`src/rtl/tpg_pkg.sv`:
```
`timescale 1ns/1ps
package tpg_pkg;

    // Sequencer phases
    typedef enum logic [2:0] {
        PH_IDLE  = 3'd0,
        PH_ARMED = 3'd1,
        PH_DELAY = 3'd2,
        PH_PULSE = 3'd3,
        PH_HOLD  = 3'd4
    } phase_e;

    // Load-port slot rotation: width, then hold, then pre-delay
    typedef enum logic [1:0] {
        SLOT_WIDTH = 2'd0,
        SLOT_HOLD  = 2'd1,
        SLOT_DELAY = 2'd2
    } slot_e;

    localparam int NUM_SLOTS = 3;

endpackage

```
`src/rtl/tpg_trig_sync.sv`:
```
`timescale 1ns/1ps
module tpg_trig_sync #(
    parameter int STAGES = 2
) (
    input  logic clk,
    input  logic rst_n,
    input  logic trig_async,
    output logic trig_rise
);
    localparam int LAST = STAGES - 1;

    typedef struct packed {
        logic [STAGES-1:0] chain;
        logic              prev;
    } sync_t;

    sync_t sync_d, sync_q;

    always_comb begin
        sync_d          = sync_q;
        sync_d.chain[0] = trig_async;
        for (int i = 1; i < STAGES; i++) begin
            sync_d.chain[i] = sync_q.chain[i-1];
        end
        sync_d.prev = sync_q.chain[LAST];
    end

    always_ff @(posedge clk) begin
        if (!rst_n) begin
            sync_q <= '0;
        end else begin
            sync_q <= sync_d;
        end
    end

    assign trig_rise = sync_q.chain[LAST] & ~sync_q.prev;

    AST_RISE_SINGLE: assert property (@(posedge clk) disable iff (!rst_n)
        trig_rise |=> !trig_rise);

endmodule

```
`src/rtl/tpg_param_load.sv`:
```
`timescale 1ns/1ps
module tpg_param_load
    import tpg_pkg::*;
#(
    parameter int CNT_W = 16
) (
    input  logic             clk,
    input  logic             rst_n,
    input  logic             ld_valid,
    input  logic [CNT_W-1:0] ld_data,
    output logic [CNT_W-1:0] stg_width,
    output logic [CNT_W-1:0] stg_hold,
    output logic [CNT_W-1:0] stg_delay
);
    typedef struct packed {
        slot_e            slot;
        logic [CNT_W-1:0] width;
        logic [CNT_W-1:0] hold;
        logic [CNT_W-1:0] delay;
    } load_t;

    load_t ld_d, ld_q;

    always_comb begin
        ld_d = ld_q;
        if (ld_valid) begin
            unique case (ld_q.slot)
                SLOT_WIDTH: begin
                    ld_d.width = ld_data;
                    ld_d.slot  = SLOT_HOLD;
                end
                SLOT_HOLD: begin
                    ld_d.hold = ld_data;
                    ld_d.slot = SLOT_DELAY;
                end
                SLOT_DELAY: begin
                    ld_d.delay = ld_data;
                    ld_d.slot  = SLOT_WIDTH;
                end
                default: ld_d.slot = SLOT_WIDTH;
            endcase
        end
    end

    always_ff @(posedge clk) begin
        if (!rst_n) begin
            ld_q       <= '0;
            ld_q.slot  <= SLOT_WIDTH;
        end else begin
            ld_q <= ld_d;
        end
    end

    assign stg_width = ld_q.width;
    assign stg_hold  = ld_q.hold;
    assign stg_delay = ld_q.delay;

    AST_SLOT_RANGE: assert property (@(posedge clk) disable iff (!rst_n)
        int'(ld_q.slot) < NUM_SLOTS);

    AST_SLOT_ADVANCE: assert property (@(posedge clk) disable iff (!rst_n)
        !ld_valid |=> $stable(ld_q.slot));

endmodule

```
`src/rtl/tpg_seq.sv`:
```
`timescale 1ns/1ps
module tpg_seq
    import tpg_pkg::*;
#(
    parameter int CNT_W = 16
) (
    input  logic             clk,
    input  logic             rst_n,
    input  logic             arm,
    input  logic             trig_rise,
    input  logic [CNT_W-1:0] stg_width,
    input  logic [CNT_W-1:0] stg_hold,
    input  logic [CNT_W-1:0] stg_delay,
    output logic             pulse_out,
    output logic             busy,
    output logic             done
);
    localparam logic [CNT_W-1:0] ONE = CNT_W'(1);

    typedef struct packed {
        phase_e           phase;
        logic [CNT_W-1:0] cnt;
        logic [CNT_W-1:0] sh_width;
        logic [CNT_W-1:0] sh_hold;
        logic [CNT_W-1:0] sh_delay;
        logic             done;
    } seq_t;

    seq_t seq_d, seq_q;
    logic after_delay;
    logic after_pulse;
    logic finish;

    always_comb begin
        seq_d       = seq_q;
        seq_d.done  = 1'b0;
        after_delay = 1'b0;
        after_pulse = 1'b0;
        finish      = 1'b0;

        unique case (seq_q.phase)
            PH_IDLE: begin
                if (arm) begin
                    seq_d.sh_width = stg_width;
                    seq_d.sh_hold  = stg_hold;
                    seq_d.sh_delay = stg_delay;
                    seq_d.phase    = PH_ARMED;
                end
            end
            PH_ARMED: begin
                if (trig_rise) begin
                    if (seq_q.sh_delay != '0) begin
                        seq_d.phase = PH_DELAY;
                        seq_d.cnt   = seq_q.sh_delay;
                    end else begin
                        after_delay = 1'b1;
                    end
                end
            end
            PH_DELAY: begin
                if (seq_q.cnt == ONE) after_delay = 1'b1;
                else                  seq_d.cnt   = seq_q.cnt - ONE;
            end
            PH_PULSE: begin
                if (seq_q.cnt == ONE) after_pulse = 1'b1;
                else                  seq_d.cnt   = seq_q.cnt - ONE;
            end
            PH_HOLD: begin
                if (seq_q.cnt == ONE) finish    = 1'b1;
                else                  seq_d.cnt = seq_q.cnt - ONE;
            end
            default: seq_d.phase = PH_IDLE;
        endcase

        // Phase routing: a zero count skips its phase entirely
        if (after_delay) begin
            if (seq_q.sh_width != '0) begin
                seq_d.phase = PH_PULSE;
                seq_d.cnt   = seq_q.sh_width;
            end else begin
                after_pulse = 1'b1;
            end
        end
        if (after_pulse) begin
            if (seq_q.sh_hold != '0) begin
                seq_d.phase = PH_HOLD;
                seq_d.cnt   = seq_q.sh_hold;
            end else begin
                finish = 1'b1;
            end
        end
        if (finish) begin
            seq_d.phase = PH_IDLE;
            seq_d.cnt   = '0;
            seq_d.done  = 1'b1;
        end
    end

    always_ff @(posedge clk) begin
        if (!rst_n) begin
            seq_q       <= '0;
            seq_q.phase <= PH_IDLE;
        end else begin
            seq_q <= seq_d;
        end
    end

    assign pulse_out = (seq_q.phase == PH_PULSE);
    assign busy      = (seq_q.phase != PH_IDLE);
    assign done      = seq_q.done;

    AST_START_ON_EDGE: assert property (@(posedge clk) disable iff (!rst_n)
        ($past(seq_q.phase) == PH_ARMED && seq_q.phase != PH_ARMED)
            |-> $past(trig_rise));

    AST_CNT_NONZERO: assert property (@(posedge clk) disable iff (!rst_n)
        (seq_q.phase inside {PH_DELAY, PH_PULSE, PH_HOLD})
            |-> (seq_q.cnt != '0));

    AST_SHADOW_HELD: assert property (@(posedge clk) disable iff (!rst_n)
        ($past(seq_q.phase) != PH_IDLE)
            |-> ($stable(seq_q.sh_width) && $stable(seq_q.sh_hold)
                 && $stable(seq_q.sh_delay)));

    AST_IDLE_NEEDS_ARM: assert property (@(posedge clk) disable iff (!rst_n)
        ($past(seq_q.phase) == PH_IDLE && seq_q.phase != PH_IDLE)
            |-> $past(arm));

endmodule

```
`src/rtl/trig_pulse_gen.sv`:
```
`timescale 1ns/1ps
module trig_pulse_gen #(
    parameter int CNT_W       = 16,
    parameter int SYNC_STAGES = 2
) (
    input  logic             clk,
    input  logic             rst_n,
    input  logic             ld_valid,
    input  logic [CNT_W-1:0] ld_data,
    input  logic             arm,
    input  logic             trig_in,
    output logic             pulse_out,
    output logic             busy,
    output logic             done
);
    logic             trig_rise;
    logic [CNT_W-1:0] stg_width;
    logic [CNT_W-1:0] stg_hold;
    logic [CNT_W-1:0] stg_delay;

    tpg_trig_sync #(
        .STAGES     (SYNC_STAGES)
    ) sync_i (
        .clk        (clk),
        .rst_n      (rst_n),
        .trig_async (trig_in),
        .trig_rise  (trig_rise)
    );

    tpg_param_load #(
        .CNT_W      (CNT_W)
    ) load_i (
        .clk        (clk),
        .rst_n      (rst_n),
        .ld_valid   (ld_valid),
        .ld_data    (ld_data),
        .stg_width  (stg_width),
        .stg_hold   (stg_hold),
        .stg_delay  (stg_delay)
    );

    tpg_seq #(
        .CNT_W      (CNT_W)
    ) seq_i (
        .clk        (clk),
        .rst_n      (rst_n),
        .arm        (arm),
        .trig_rise  (trig_rise),
        .stg_width  (stg_width),
        .stg_hold   (stg_hold),
        .stg_delay  (stg_delay),
        .pulse_out  (pulse_out),
        .busy       (busy),
        .done       (done)
    );

    AST_PULSE_WHILE_BUSY: assert property (@(posedge clk) disable iff (!rst_n)
        pulse_out |-> busy);

    AST_DONE_SINGLE: assert property (@(posedge clk) disable iff (!rst_n)
        done |=> !done);

    AST_BUSY_FALL_DONE: assert property (@(posedge clk) disable iff (!rst_n)
        $fell(busy) |-> done);

endmodule

```
`config.mk`:
```
export PLATFORM = sky130hd
export DESIGN_NAME = trig_pulse_gen
export DESIGN_NICKNAME = d
export VERILOG_FILES = /design/src/rtl/tpg_pkg.sv /design/src/rtl/tpg_trig_sync.sv /design/src/rtl/tpg_param_load.sv /design/src/rtl/tpg_seq.sv /design/src/rtl/trig_pulse_gen.sv
export SDC_FILE = /design/constraint.sdc
export NUM_CORES = 1
export LEC_CHECK = 0
export ABC_AREA = 1
export BUFFER_PORTS_ARGS = -buffer_cell sky130_fd_sc_hd__buf_4
export CORE_MARGIN = 2
export CORE_UTILIZATION = 60
export CTS_BUF_LIST = sky130_fd_sc_hd__clkbuf_4 sky130_fd_sc_hd__clkbuf_8 sky130_fd_sc_hd__clkbuf_16
export CTS_CLUSTER_SIZE = 16
export DETAILED_ROUTE_END_ITERATION = 6
export PLACE_DENSITY_LB_ADDON = 0.3
export SYNTH_ARGS = -nofsm -noshare
export SYNTH_HDL_FRONTEND = slang
export SYNTH_SLANG_ARGS = --single-unit
```
`constraint.sdc`:
```
create_clock -name clk -period 2.8 [get_ports clk]
set_input_delay 0.56 -clock clk [delete_from_list [all_inputs] [get_ports clk]]
set_output_delay 0.56 -clock clk [all_outputs]
set_load 0.005 [all_outputs]
```
==> qor.csv, run 1 <==
stage,metric,value,unit
route,drtPass1Iterations,7,
finish,final_nets,890,
global_route,grt_max_degree,55,
clock_network,cts-htree-levels,4,
min_path,min_path_type,input port to register,
floorplan,std_cell_rows,35,
route,vias_per_cell,5.77,
finish,fill_cells,714,
place,place_congestion,1.12,
floorplan,die_y,102,um
yosys,synth_nets,878,
worst_setup_path,crit_family,simple AND/OR/NAND/NOR gates,
yosys,synth_top_area_frac,0.423,
sta,rsz0062_at_grt,no,
yosys,synthCells,855,
clock_network,numCtsBuffers,17,
yosys,yosys.area.top_type,dfxtp_1,
floorplan,initial_core_util,0.620,
sta,fin_crit,2110,ps
yosys,ys_warn_count,0,
finish,area_growth_syn_to_layout,14.7,%
yosys,synth-seq-cells,121,
sta,slew_violations,0,
clock_network,tritoncts,done,
floorplan,die-width,102,um
route,detail_route.wl_per_cell,15.8,um
worst_setup_path,end_kind,register,
pwr,irDropWorstVdd,0.545,mV
sta,fmax,475,MHz
sta,maxSlewHeadroom,0.547,
sta,finalClockSkew,7.63,ps
floorplan,core,0.00924,mm^2
route,drt-total-wl,15900,um
yosys,synthTopCellsByArea,"dfxtp_1 42%, nand2_1 10%, nor2_1 9.6%",
place,io_buffers,23,
worst_setup_path,worstPathCellList,"inv_2, nand3_1, nor2_1, buf_4, nand3_1, nand2_2, nand2_2, nand2_4, nand2_1, nand3_2, inv_1, nand2_1, nor2_1",
sta,hold_ws,219,ps
route,antenna_left,0,
yosys,ys_types,29,
finish,diodes,0,
finish,drive_gt1_frac,0.103,
worst_setup_path,cpMaxStageDelayCell,dfxtp_1,
global_route,antenna_found_initial,0,
worst_setup_path,critPathArrivalTime,2560,ps
yosys,ys_seq_area_frac,0.423,
global_route,grt_pass1_vias,5489,
worst_setup_path,max_stage_delay,380,ps
yosys,avgSynthCellArea,6.70,um^2
place,hpwlAfterDp,11500,um
worst_setup_path,cp.required,3250,ps
worst_setup_path,cp_max_fo,12,
sta,tightest_slew,678,ps
run,cap_violations,0,
yosys,syn_area,0.00573,mm^2
sta,tns,0,ps
clock_network,clock_path_buffers,2,
worst_setup_path,crit_buf_inv,3,
sta,finalHoldViolCount,0,
clock_network,cts_sinks,121,
clock_network,clkSlewWorstSetupHoldPaths,60,ps
route,num_vias,5804,
floorplan,die-area,0.0103,mm^2
pwr,leakage,0.00301,uW
worst_setup_path,crit_type,register to register,
route,first_iter_violations,530,
sta,layout_worst_path_cycle_share,0.753,
clock_network,postCtsSetupRepairBufs,0,
global_route,grt_pass1_wl,26000,um
global_route,grt_usage,0.326,
sta,setup_violations,0,
pwr,power_density,754,mW/mm^2
clock_network,clockRootBuffer,clkbuf_8,
global_route,overflow,0,
clock_network,holdBufCountCts,0,
route,route.detailed.drc,0,
status,status,finished clean,
clock_network,cts_resized,0,
clock_network,clock_latency,520,ps
floorplan,io_pins,24,
worst_setup_path,crit_path_start_kind,register,
-- placed cells by master, fill, tap and decap left out, types with 4 or more instances in the layout --
cell type / n
inv_1: 90
nand2_2: 6
buf_4: 31
a21oi_1: 75
clkbuf_8: 4
clkbuf_16: 16
nand4_1: 11
xor2_1: 6
nand3_1: 78
inv_2: 4
dfxtp_1: 121
nand2_1: 159
nor2_2: 7
nor2_1: 146
o21ai_0: 88
bufinv_16: 5
-- per-stage QoR --
step           power, uW  worst slack [ps]  cells   util  area (um^2)
2_1_floorplan       2430              1180    855      -         5730
3_3_place_gp        2590               863    977  0.643         5940
3_5_place_dp        2630               784    977  0.643         5940
4_1_cts             4940               726   1006  0.711         6570
6_report            4950               693   1006  0.711         6570
5_1_grt             5120               551   1006  0.711         6570
-- worst reg2reg max path: stages, from the launching register on --
cell     delay [ps]
dfxtp_1         380
inv_2            60
nand3_1         110
nor2_1           60
buf_4           190
nand3_1         150
nand2_2          90
nand2_2          80
nand2_4          70
nand2_1          80
nand3_2         220
inv_1           270
nand2_1         130
nor2_1          150
-- cell type report --
type / instances / area [um^2] / area share
Sequential cell: 121 / 2420 / 0.369
Clock inverter: 8 / 169 / 0.0257
Tap cell: 129 / 161 / 0.0246
Inverter: 97 / 364 / 0.0554
Multi-Input combinational cell: 599 / 2760 / 0.420
Clock buffer: 21 / 463 / 0.0704
Timing Repair Buffer: 31 / 233 / 0.0354
-- sequential cells by signal, summed over array words and instances, names as in the netlist --
| name | cells |
|---|---|
| load_i.stg_hold | 16 |
| sync_i.sync_q | 1 |
| load_i.stg_width | 16 |
| load_i.stg_delay | 16 |
| seq_i.done | 1 |
| load_i.ld_q | 2 |
| sync_i.sync_d | 2 |
| seq_i.seq_q | 67 |
-- synth_stat cells --
library cell and n:
clkinv_1 3, inv_2 4, nand2b_1 1, buf_2 5, ha_1 2, nand3_1 79
nand3_2 2, a22oi_1 1, inv_1 90, nor3_1 3, clkbuf_1 26, nand2_2 6
buf_4 2, or2_2 1, buf_1 1, o21ai_0 88, xor2_1 6, a21oi_2 3
nand2_1 159, nor3_2 1, nor2_1 146, dfxtp_1 121, nand3b_1 3, nand2_4 3
a21oi_1 75, buf_6 4, nor2_2 7, nor2_4 2, nand4_1 11
-- path summary, 6_finish.rpt --
path,start,end,slack (ps),depth (start not counted)
worst max-delay path,seq_i.seq_q[67],seq_i.seq_q[54],690,13
worst min-delay path,trig_in,sync_i.sync_d[2],220,3
worst max register to register,seq_i.seq_q[67],seq_i.seq_q[54],690,13
worst min register to register,sync_i.sync_d[2],sync_i.sync_d[0],420,2
-- routing by layer --
metal | GRT usage | up-vias | wire length (um)
li1 | - | 2765 | -
met1 | 0.407 | 2628 | 6400
met2 | 0.518 | 327 | 7310
met3 | 0.0676 | 84 | 1300
met4 | 0.195 | 0 | 932
met5 | 0 | - | 0
-- kinds of logic after synthesis --
| logic type | Yosys count | synth area share |
|---|---|---|
| and+or+nand+nor | 424 | 0.319 |
| adders and majority gates | 2 | 0.00437 |
| DFF | 121 | 0.423 |
| AOI/OAI and AO/OA | 167 | 0.148 |
| buffers and inverters | 135 | 0.0961 |
| xor gates and xnor gates | 6 | 0.00918 |
-- where the power goes --
part	internal (uW)	leakage [uW]	switching, uW	total (uW)
Sequential	1840	0.000991	88.4	1930
Combinational	230	0.00170	460	690
Clock	1600	0.000313	735	2330
Power figures use the tool's default switching activity.
==> run 2, diff against run 1 <==
--- a/config.mk
+++ b/config.mk
@@ -5,10 +5,10 @@
 export SDC_FILE = /design/constraint.sdc
 export NUM_CORES = 1
 export LEC_CHECK = 0
-export ABC_AREA = 1
+export ABC_AREA = 0
 export BUFFER_PORTS_ARGS = -buffer_cell sky130_fd_sc_hd__buf_4
 export CORE_MARGIN = 2
-export CORE_UTILIZATION = 60
+export CORE_UTILIZATION = 55
 export CTS_BUF_LIST = sky130_fd_sc_hd__clkbuf_4 sky130_fd_sc_hd__clkbuf_8 sky130_fd_sc_hd__clkbuf_16
 export CTS_CLUSTER_SIZE = 16
 export DETAILED_ROUTE_END_ITERATION = 6
==> constraint.sdc (replaced) <==
create_clock -name clk -period 1.7 [get_ports clk]
set_input_delay 0.34 -clock clk [delete_from_list [all_inputs] [get_ports clk]]
set_output_delay 0.34 -clock clk [all_outputs]
set_load 0.005 [all_outputs]
==> run 2 against run 1 <==
Compared with the run above:
- the run now ends with negative setup slack left
- register-to-register slack worse by 1100 ps
- clock skew down 1.1 ps
- sequential power increased by 55%
- clock power is 62% higher
- power increased by 56%
- synthesized area is 6.3% lower
- critical path depth is 6 lower
- synthesized cell count is 24% lower
- utilization is 6.9 points higher
- wire length shrank 1.3%
- critical endpoint is now seq_i.seq_q[61]
- largest cell class unchanged
- highest routed layer unchanged
==> qor.csv, run 2 <==
stage,metric,value,unit,change
clock_network,cts-htree-levels,4,,unchanged
clock_network,tritoncts,done,,
status,violations,negative setup slack,,
sta,finalHoldViolCount,0,,unchanged
yosys,synth_flop_cell,dfxtp_1,,
route,vias_per_cell,5.69,,-1.4%
pwr,irDropWorstVdd,0.844,mV,+55%
sta,layout_worst_path_cycle_share,1.23,,+0.473
route,antenna_left,0,,unchanged
min_path,worstHoldStart,trig_in,,
place,place_congestion,0.911,,-18%
global_route,grt_busiest_layer,met2,,
route,first_iter_violations,323,,-39%
yosys,synthTopCellsByArea,"dfxtp_1 45%, nand2_1 15%, a21boi_0 14%",,
worst_setup_path,reg2reg_from,seq_i.seq_q[59],,
route,detail_route.wl_per_cell,17.1,um,+7.7%
min_path,hold_end,sync_i.sync_d[2],,
sta,fmax,480,MHz,+1.1%
finish,final_util,0.780,,+0.0688
yosys,synthCells,648,,-24%
clock_network,cts_sinks,121,,unchanged
finish,layout_commonest_cell,nand2_1,,
sta,finalClockSkew,6.57,ps,-1.06 ps
floorplan,core,0.00964,mm^2,+4.3%
yosys,synth.most_common_cell,nand2_1,,
yosys,synth_nets,671,,-24%
sta,rsz0062_at_grt,yes,,
place,pre_cts_ws,-505,ps,-1290 ps
clock_network,holdBufCountCts,0,,unchanged
yosys,syn_area,0.00537,mm^2,-6.3%
route,num_vias,5245,,-9.6%
global_route,grt_pass1_wl,24800,um,-4.9%
global_route,grt_util_met1,0.415,,+0.00827
yosys,ys_seq_area_frac,0.451,,+0.0284
finish,top_register,seq_i.seq_q,,
min_path,min_path_type,input port to register,,
worst_setup_path,crit-reg2reg-capture,seq_i.seq_q[61],,
worst_setup_path,cp_max_fo,3,,-9
finish,diodes,0,,unchanged
yosys,ys_top_cells_by_count,"220 x nand2_1, 121 x dfxtp_1, 98 x a21boi_0",,
clock_network,numCtsBuffers,17,,unchanged
global_route,grt_usage,0.308,,-0.0180
worst_setup_path,end_kind,register,,
worst_setup_path,cpMaxStageDelayCell,or4_4,,
route,drt-total-wl,15700,um,-1.3%
yosys,synth-seq-cells,121,,unchanged
floorplan,die-area,0.0106,mm^2,+2.1%
status,status,finished with violations,,
worst_setup_path,critPathArrivalTime,2540,ps,-20 ps
worst_setup_path,worstPathCellList,"or4_4, a211o_1, or4b_4, a2bb2oi_2, nand3_2, o211ai_2, a21oi_2",,
sta,slew_violations,0,,unchanged
floorplan,die-width,103,um,+1.1%
clock_network,clock_latency,520,ps,about the same
finish,final_nets,799,,-10%
yosys,avgSynthCellArea,8.28,um^2,+24%
global_route,use_met3,0.0651,,-0.00255
global_route,overflow,0,,unchanged
pwr,leakage,0.00290,uW,-3.6%
global_route,antenna_found_initial,0,,unchanged
route,route.detailed.drc,0,,unchanged
global_route,grt_pass1_vias,4917,,-10%
worst_setup_path,crit_type,register to register,,
floorplan,initial_core_util,0.557,,-0.0630
sta,tightest_slew,532,ps,-146 ps
sta,fin_crit,2080,ps,-23.1 ps
worst_setup_path,max_stage_delay,510,ps,+130 ps
finish,drive_gt1_frac,0.312,,+0.209
worst_setup_path,ff2ff_setup_slack,-380,ps,-1080 ps
clock_network,clock_path_buffers,2,,unchanged
sta,setup_violations,21,,+21
route,drtPass1Iterations,4,,-3
finish,final_cell_mix,"218 x nand2_1, 129 x buf_4, 115 x dfxtp_1, 97 x a21boi_0, 18 x clkbuf_16",,
global_route,grt_max_degree,95,,+73%
sta,maxSlewHeadroom,0.642,,+0.0949
yosys,synth_edf_count,0,,unchanged
run,cap_violations,0,,unchanged
floorplan,std_cell_rows,36,,+2.9%
clock_network,clkSlewWorstSetupHoldPaths,60,ps,about the same
yosys,ys_warn_count,0,,unchanged
min_path,holdPathStages,2,,-1
place,io_buffers,23,,unchanged
global_route,grt_use_met2,0.501,,-0.0170
yosys,yosys.area.top_type,dfxtp_1,,
pwr,power_density,1030,mW/mm^2,+37%
worst_setup_path,crit_path_start_kind,register,,
place,hpwlAfterDp,10400,um,-10%
finish,area_growth_syn_to_layout,40.1,%,
sta,layout_setup_ws,-384,ps,-1080 ps
worst_setup_path,r2r_cells,7,,-6
floorplan,io_pins,24,,unchanged
clock_network,clockRootBuffer,clkbuf_8,,
finish,largest_reg_flops,67,,unchanged
yosys,synth_top_area_frac,0.451,,+0.0284
floorplan,die_y,103,um,+1.1%
worst_setup_path,cp.required,2150,ps,-1100 ps
yosys,ys_types,57,,+97%
yosys,synthArstFlopShare,0,,unchanged
-- run 2: changes by cell type after synthesis, moves of 7 or more --
cell / delta
nand4_1: -8
inv_1: -85
nor2_1: -135
nand3_1: -63
a21oi_1: -53
o21ai_0: -87
and2_1: +7
nor2_2: -7
o211ai_1: +15
nor4_1: +13
nand2_1: +61
a21boi_0: +98
-- run 2: metrics by stage --
stage                     hold slack (ps)  area, um^2  setup TNS (ps)  total power [uW]  instances
after floorplan                       412        5420           -6210              3500        648
after global placement                416        6500           -9770              3860        879
after detailed placement              428        6500           -8590              3890        879
after CTS                            24.0        7400           -6490              7700        917
after global routing                 50.9        7520           -9040              7980        922
final                                32.6        7520           -7220              7740        922
-- run 2: worst max-delay path, delay by kind of cell (launching register included) --
family / cells / cell delay (ps)
AND/OR/NAND/NOR: 3 / 1080
AO/OA/AOI/OAI: 4 / 590
flip-flops: 1 / 340
-- run 2: timing repair --
item / CTS / global route
pin swaps: 2 / 1
resized for setup: 45 / 20
endpoints found under the setup margin: 22 / 24
buffers inserted: 6 / 4
gates cloned: 1 / 1
-- run 2: power breakdown --
part           internal (uW)  switching [uW]  total (uW)  leakage, uW
sequential              2930            69.2        3000     0.000984
combinational            484             492         976      0.00161
clock                   2510            1260        3770     0.000301
total                   5930            1820        7740      0.00290
-- run 2: layout make-up --
| cell class | instances | area, um^2 |
|---|---|---|
| clock buffers | 20 | 460 |
| clock inverters | 12 | 170 |
| fillers | 637 | 2120 |
| inverters | 5 | 18.8 |
| multi-input cells | 481 | 2960 |
| flip-flops and latches | 121 | 2430 |
| well taps | 133 | 166 |
| repair buffers | 150 | 1310 |
-- run 2: kinds of logic (layout without fill, tap and decap cells) --
logic type | count (synthesis) | in the layout | synth area share
buffers and inverters | 46 | 187 | 0.0462
AND/OR/NAND/NOR | 310 | 310 | 0.262
flip-flops | 121 | 121 | 0.451
adder cells (fa/ha/maj) | 2 | 2 | 0.00466
AO/OA/AOI/OAI | 169 | 169 | 0.236
-- run 2: metal layers --
metal | up-vias | part of all wire
met5 | - | 0
met4 | 0 | 0.018
met3 | 27 | 0.065
met2 | 185 | 0.49
met1 | 2525 | 0.43
li1 | 2508 | -
-- run 2: worst max-delay path by stage --
stage | from | to | depth (start not counted)
after detailed placement | seq_i.seq_q[10] | seq_i.seq_q[52] | 9
final | seq_i.seq_q[59] | seq_i.seq_q[61] | 7
after CTS | seq_i.seq_q[59] | seq_i.seq_q[61] | 7
after global routing | seq_i.seq_q[50] | seq_i.seq_q[54] | 10
after floorplan | seq_i.seq_q[50] | seq_i.seq_q[56] | 11
after global placement | seq_i.seq_q[10] | seq_i.seq_q[51] | 9
==> run 3, diff against run 2 <==
--- a/config.mk
+++ b/config.mk
@@ -8,7 +8,7 @@
 export ABC_AREA = 0
 export BUFFER_PORTS_ARGS = -buffer_cell sky130_fd_sc_hd__buf_4
 export CORE_MARGIN = 2
-export CORE_UTILIZATION = 55
+export CORE_UTILIZATION = 30
 export CTS_BUF_LIST = sky130_fd_sc_hd__clkbuf_4 sky130_fd_sc_hd__clkbuf_8 sky130_fd_sc_hd__clkbuf_16
 export CTS_CLUSTER_SIZE = 16
 export DETAILED_ROUTE_END_ITERATION = 6
==> run 3 against run 2 <==
Compared with the run above:
- the run still ends with negative setup slack left
- wire length grew 1.6%
- clock power shrank 6.6%
- utilization shrank 35 points
- setup slack lost 14 ps
- design area grew 0.52%
- maximum frequency shrank 0.65%
- clock skew grew 0.58 ps
- sequential cell count is the same
- register-to-register slack is essentially flat
- highest routed layer unchanged
==> qor.csv, run 3 (synthesis results as in run 2) <==
stage,metric,value,unit,change
route,detail_route.wl_per_cell,15.8,um,-7.6%
worst_setup_path,cp.required,2040,ps,-110 ps
finish,fill_cells,1774,,+180%
route,first_iter_violations,350,,+8.4%
pwr,irDropWorstVdd,0.652,mV,-23%
sta,finalHoldViolCount,0,,unchanged
floorplan,std_cell_rows,48,,+33%
pwr,power_density,985,mW/mm^2,-4.4%
pwr,clockPowerShare,0.472,,-0.014
status,status,finished with violations,,
worst_setup_path,critPathArrivalTime,2440,ps,-100 ps
clock_network,clkSlewWorstSetupHoldPaths,60,ps,about the same
sta,tightest_slew,443,ps,-89.5 ps
floorplan,die-area,0.0190,mm^2,+80%
pwr,leakage,0.00287,uW,-0.82%
pwr,net-switching-power,1860,uW,+2.2%
pwr,switching_share,0.250,,+0.0148
finish,top_register,seq_i.seq_q,,
place,place_congestion,0.863,,-5.3%
route,drtPass1Iterations,5,,+1
place,pre_cts_ws,-485,ps,+20.4 ps
min_path,holdPathStages,2,,unchanged
global_route,grt_usage,0.175,,-0.133
global_route,grt_pass1_vias,4750,,-3.4%
floorplan,core,0.0174,mm^2,+81%
route,route.detailed.drc,0,,unchanged
pwr,p_int,5590,uW,-5.7%
clock_network,clock_latency,410,ps,-110 ps
sta,fin_crit,2100,ps,+13.7 ps
clock_network,cts-htree-levels,4,,unchanged
finish,design_area,0.00756,mm^2,+0.52%
worst_setup_path,crit_type,register to register,,
finish,layout_commonest_cell,nand2_1,,
worst_setup_path,r2r_cells,7,,unchanged
route,num_vias,5005,,-4.6%
place,io_buffers,23,,unchanged
clock_network,clockRootBuffer,clkbuf_16,,
sta,maxSlewHeadroom,0.701,,+0.0588
sta,rsz0062_at_grt,yes,,
worst_setup_path,end_kind,register,,
clock_network,tritoncts,done,,
worst_setup_path,crit_path_start_kind,register,,
place,postPlaceCellArea,0.00669,mm^2,+2.8%
finish,diodes,0,,unchanged
floorplan,die_y,138,um,+34%
floorplan,io_pins,24,,unchanged
status,violations,negative setup slack,,
clock_network,clock_path_buffers,2,,unchanged
floorplan,die-width,138,um,+34%
min_path,min_path_type,input port to register,,
place,hpwlAfterDp,11800,um,+14%
sta,layout_setup_ws,-398,ps,-13.7 ps
sta,setup_violations,20,,-4.8%
sta,fmax,477,MHz,-0.65%
clock_network,holdBufCountCts,0,,unchanged
global_route,antenna_found_initial,0,,unchanged
global_route,grt_max_degree,49,,-48%
finish,final_cell_mix,"217 x nand2_1, 134 x buf_4, 110 x dfxtp_1, 98 x a21boi_0",,
pwr,seqPwrFrac,0.403,,+0.015
clock_network,cts_sinks,121,,unchanged
floorplan,initial_core_util,0.308,,-0.249
worst_setup_path,crit_start,seq_i.seq_q[58],,
run,cap_violations,0,,unchanged
sta,finalClockSkew,7.15,ps,+0.584 ps
finish,final_nets,799,,unchanged
route,antenna_left,0,,unchanged
clock_network,numCtsBuffers,17,,unchanged
sta,slew_violations,0,,unchanged
sta,layout_worst_path_cycle_share,1.23,,+0.00805
route,drt-total-wl,16000,um,+1.6%
global_route,grt_pass1_wl,25400,um,+2.6%
finish,area_growth_syn_to_layout,40.8,%,
min_path,worstHoldStart,trig_in,,
route,vias_per_cell,4.94,,-13%
global_route,overflow,0,,unchanged
finish,largest_reg_flops,67,,unchanged
sta,tns,-6350,ps,+866 ps
finish,drive_gt1_frac,0.309,,-0.00253
pwr,pwr-share-comb,0.125,,about the same
worst_setup_path,reg2reg_from,seq_i.seq_q[58],,
worst_setup_path,cp_max_fo,3,,unchanged
## run 3: cell count changes in the layout (fill, tap and decap cells not counted), moves of 2 or more
cell,change
dfxtp_1,-5
clkinv_4,+2
inv_6,+2
buf_6,-3
o311ai_1,-2
bufinv_16,-2
a21oi_1,+11
a21oi_2,-11
a22oi_2,-2
buf_4,+5
dfxtp_2,+5
a22oi_1,+2
## run 3: final cells by class
class	count	area (um^2)	area share
Multi-Input combinational cell	481	2960	0.392
Sequential cell	121	2440	0.323
Timing Repair Buffer	150	1270	0.168
Tap cell	225	282	0.0373
Clock buffer	18	439	0.0581
Clock inverter	14	146	0.0194
Inverter	5	18.8	0.00248
## run 3: power groups by stage
stage,logic (uW),clock network [uW],registers [uW]
after floorplan,448,0,3050
after global placement,852,0,3050
final,928,3520,3000
after CTS,892,3560,3000
after global routing,1010,3690,3010
after detailed placement,860,0,3060
## run 3: repair_timing
item                                    4_1_cts  5_1_grt
pin swaps                                     6       11
gates resized for setup                      40       22
cloned                                        0        1
buffers inserted                              2        3
endpoints found under the setup margin       22       22
endpoints found under the hold margin         0        0
## run 3: worst paths after layout
| check | to | slack [ps] |
|---|---|---|
| worst max-delay path | seq_i.seq_q[61] | -400 |
| worst min-delay path | sync_i.sync_d[2] | 140 |
| worst max register to register | seq_i.seq_q[61] | -400 |
| worst min register to register | sync_i.sync_d[0] | 460 |
## run 3: per-layer routing
layer / vias to the layer above / track usage / wire length [um]
met5: - / 0 / 0
met4: 0 / 0.0550 / 265
met3: 19 / 0.0309 / 546
met2: 104 / 0.278 / 7440
met1: 2366 / 0.240 / 7730
li1: 2516 / - / -
## run 3: worst max-delay path, cell delays in order (launching register included)
cell	delay, ps
dfxtp_2	310
or4_4	550
a211o_1	270
or4b_4	500
a2bb2oi_2	150
nand3_2	70
o211ai_2	80
a21oi_2	110
## run 3: per-stage QoR
step | util | total power [uW] | instances | hold WS [ps]
after global placement | 0.384 | 3900 | 978 | 416
final | 0.434 | 7440 | 1014 | 140
after CTS | 0.427 | 7450 | 1012 | 132
after global routing | 0.434 | 7710 | 1014 | 138
after floorplan | - | 3500 | 648 | 412
after detailed placement | 0.384 | 3920 | 978 | 447
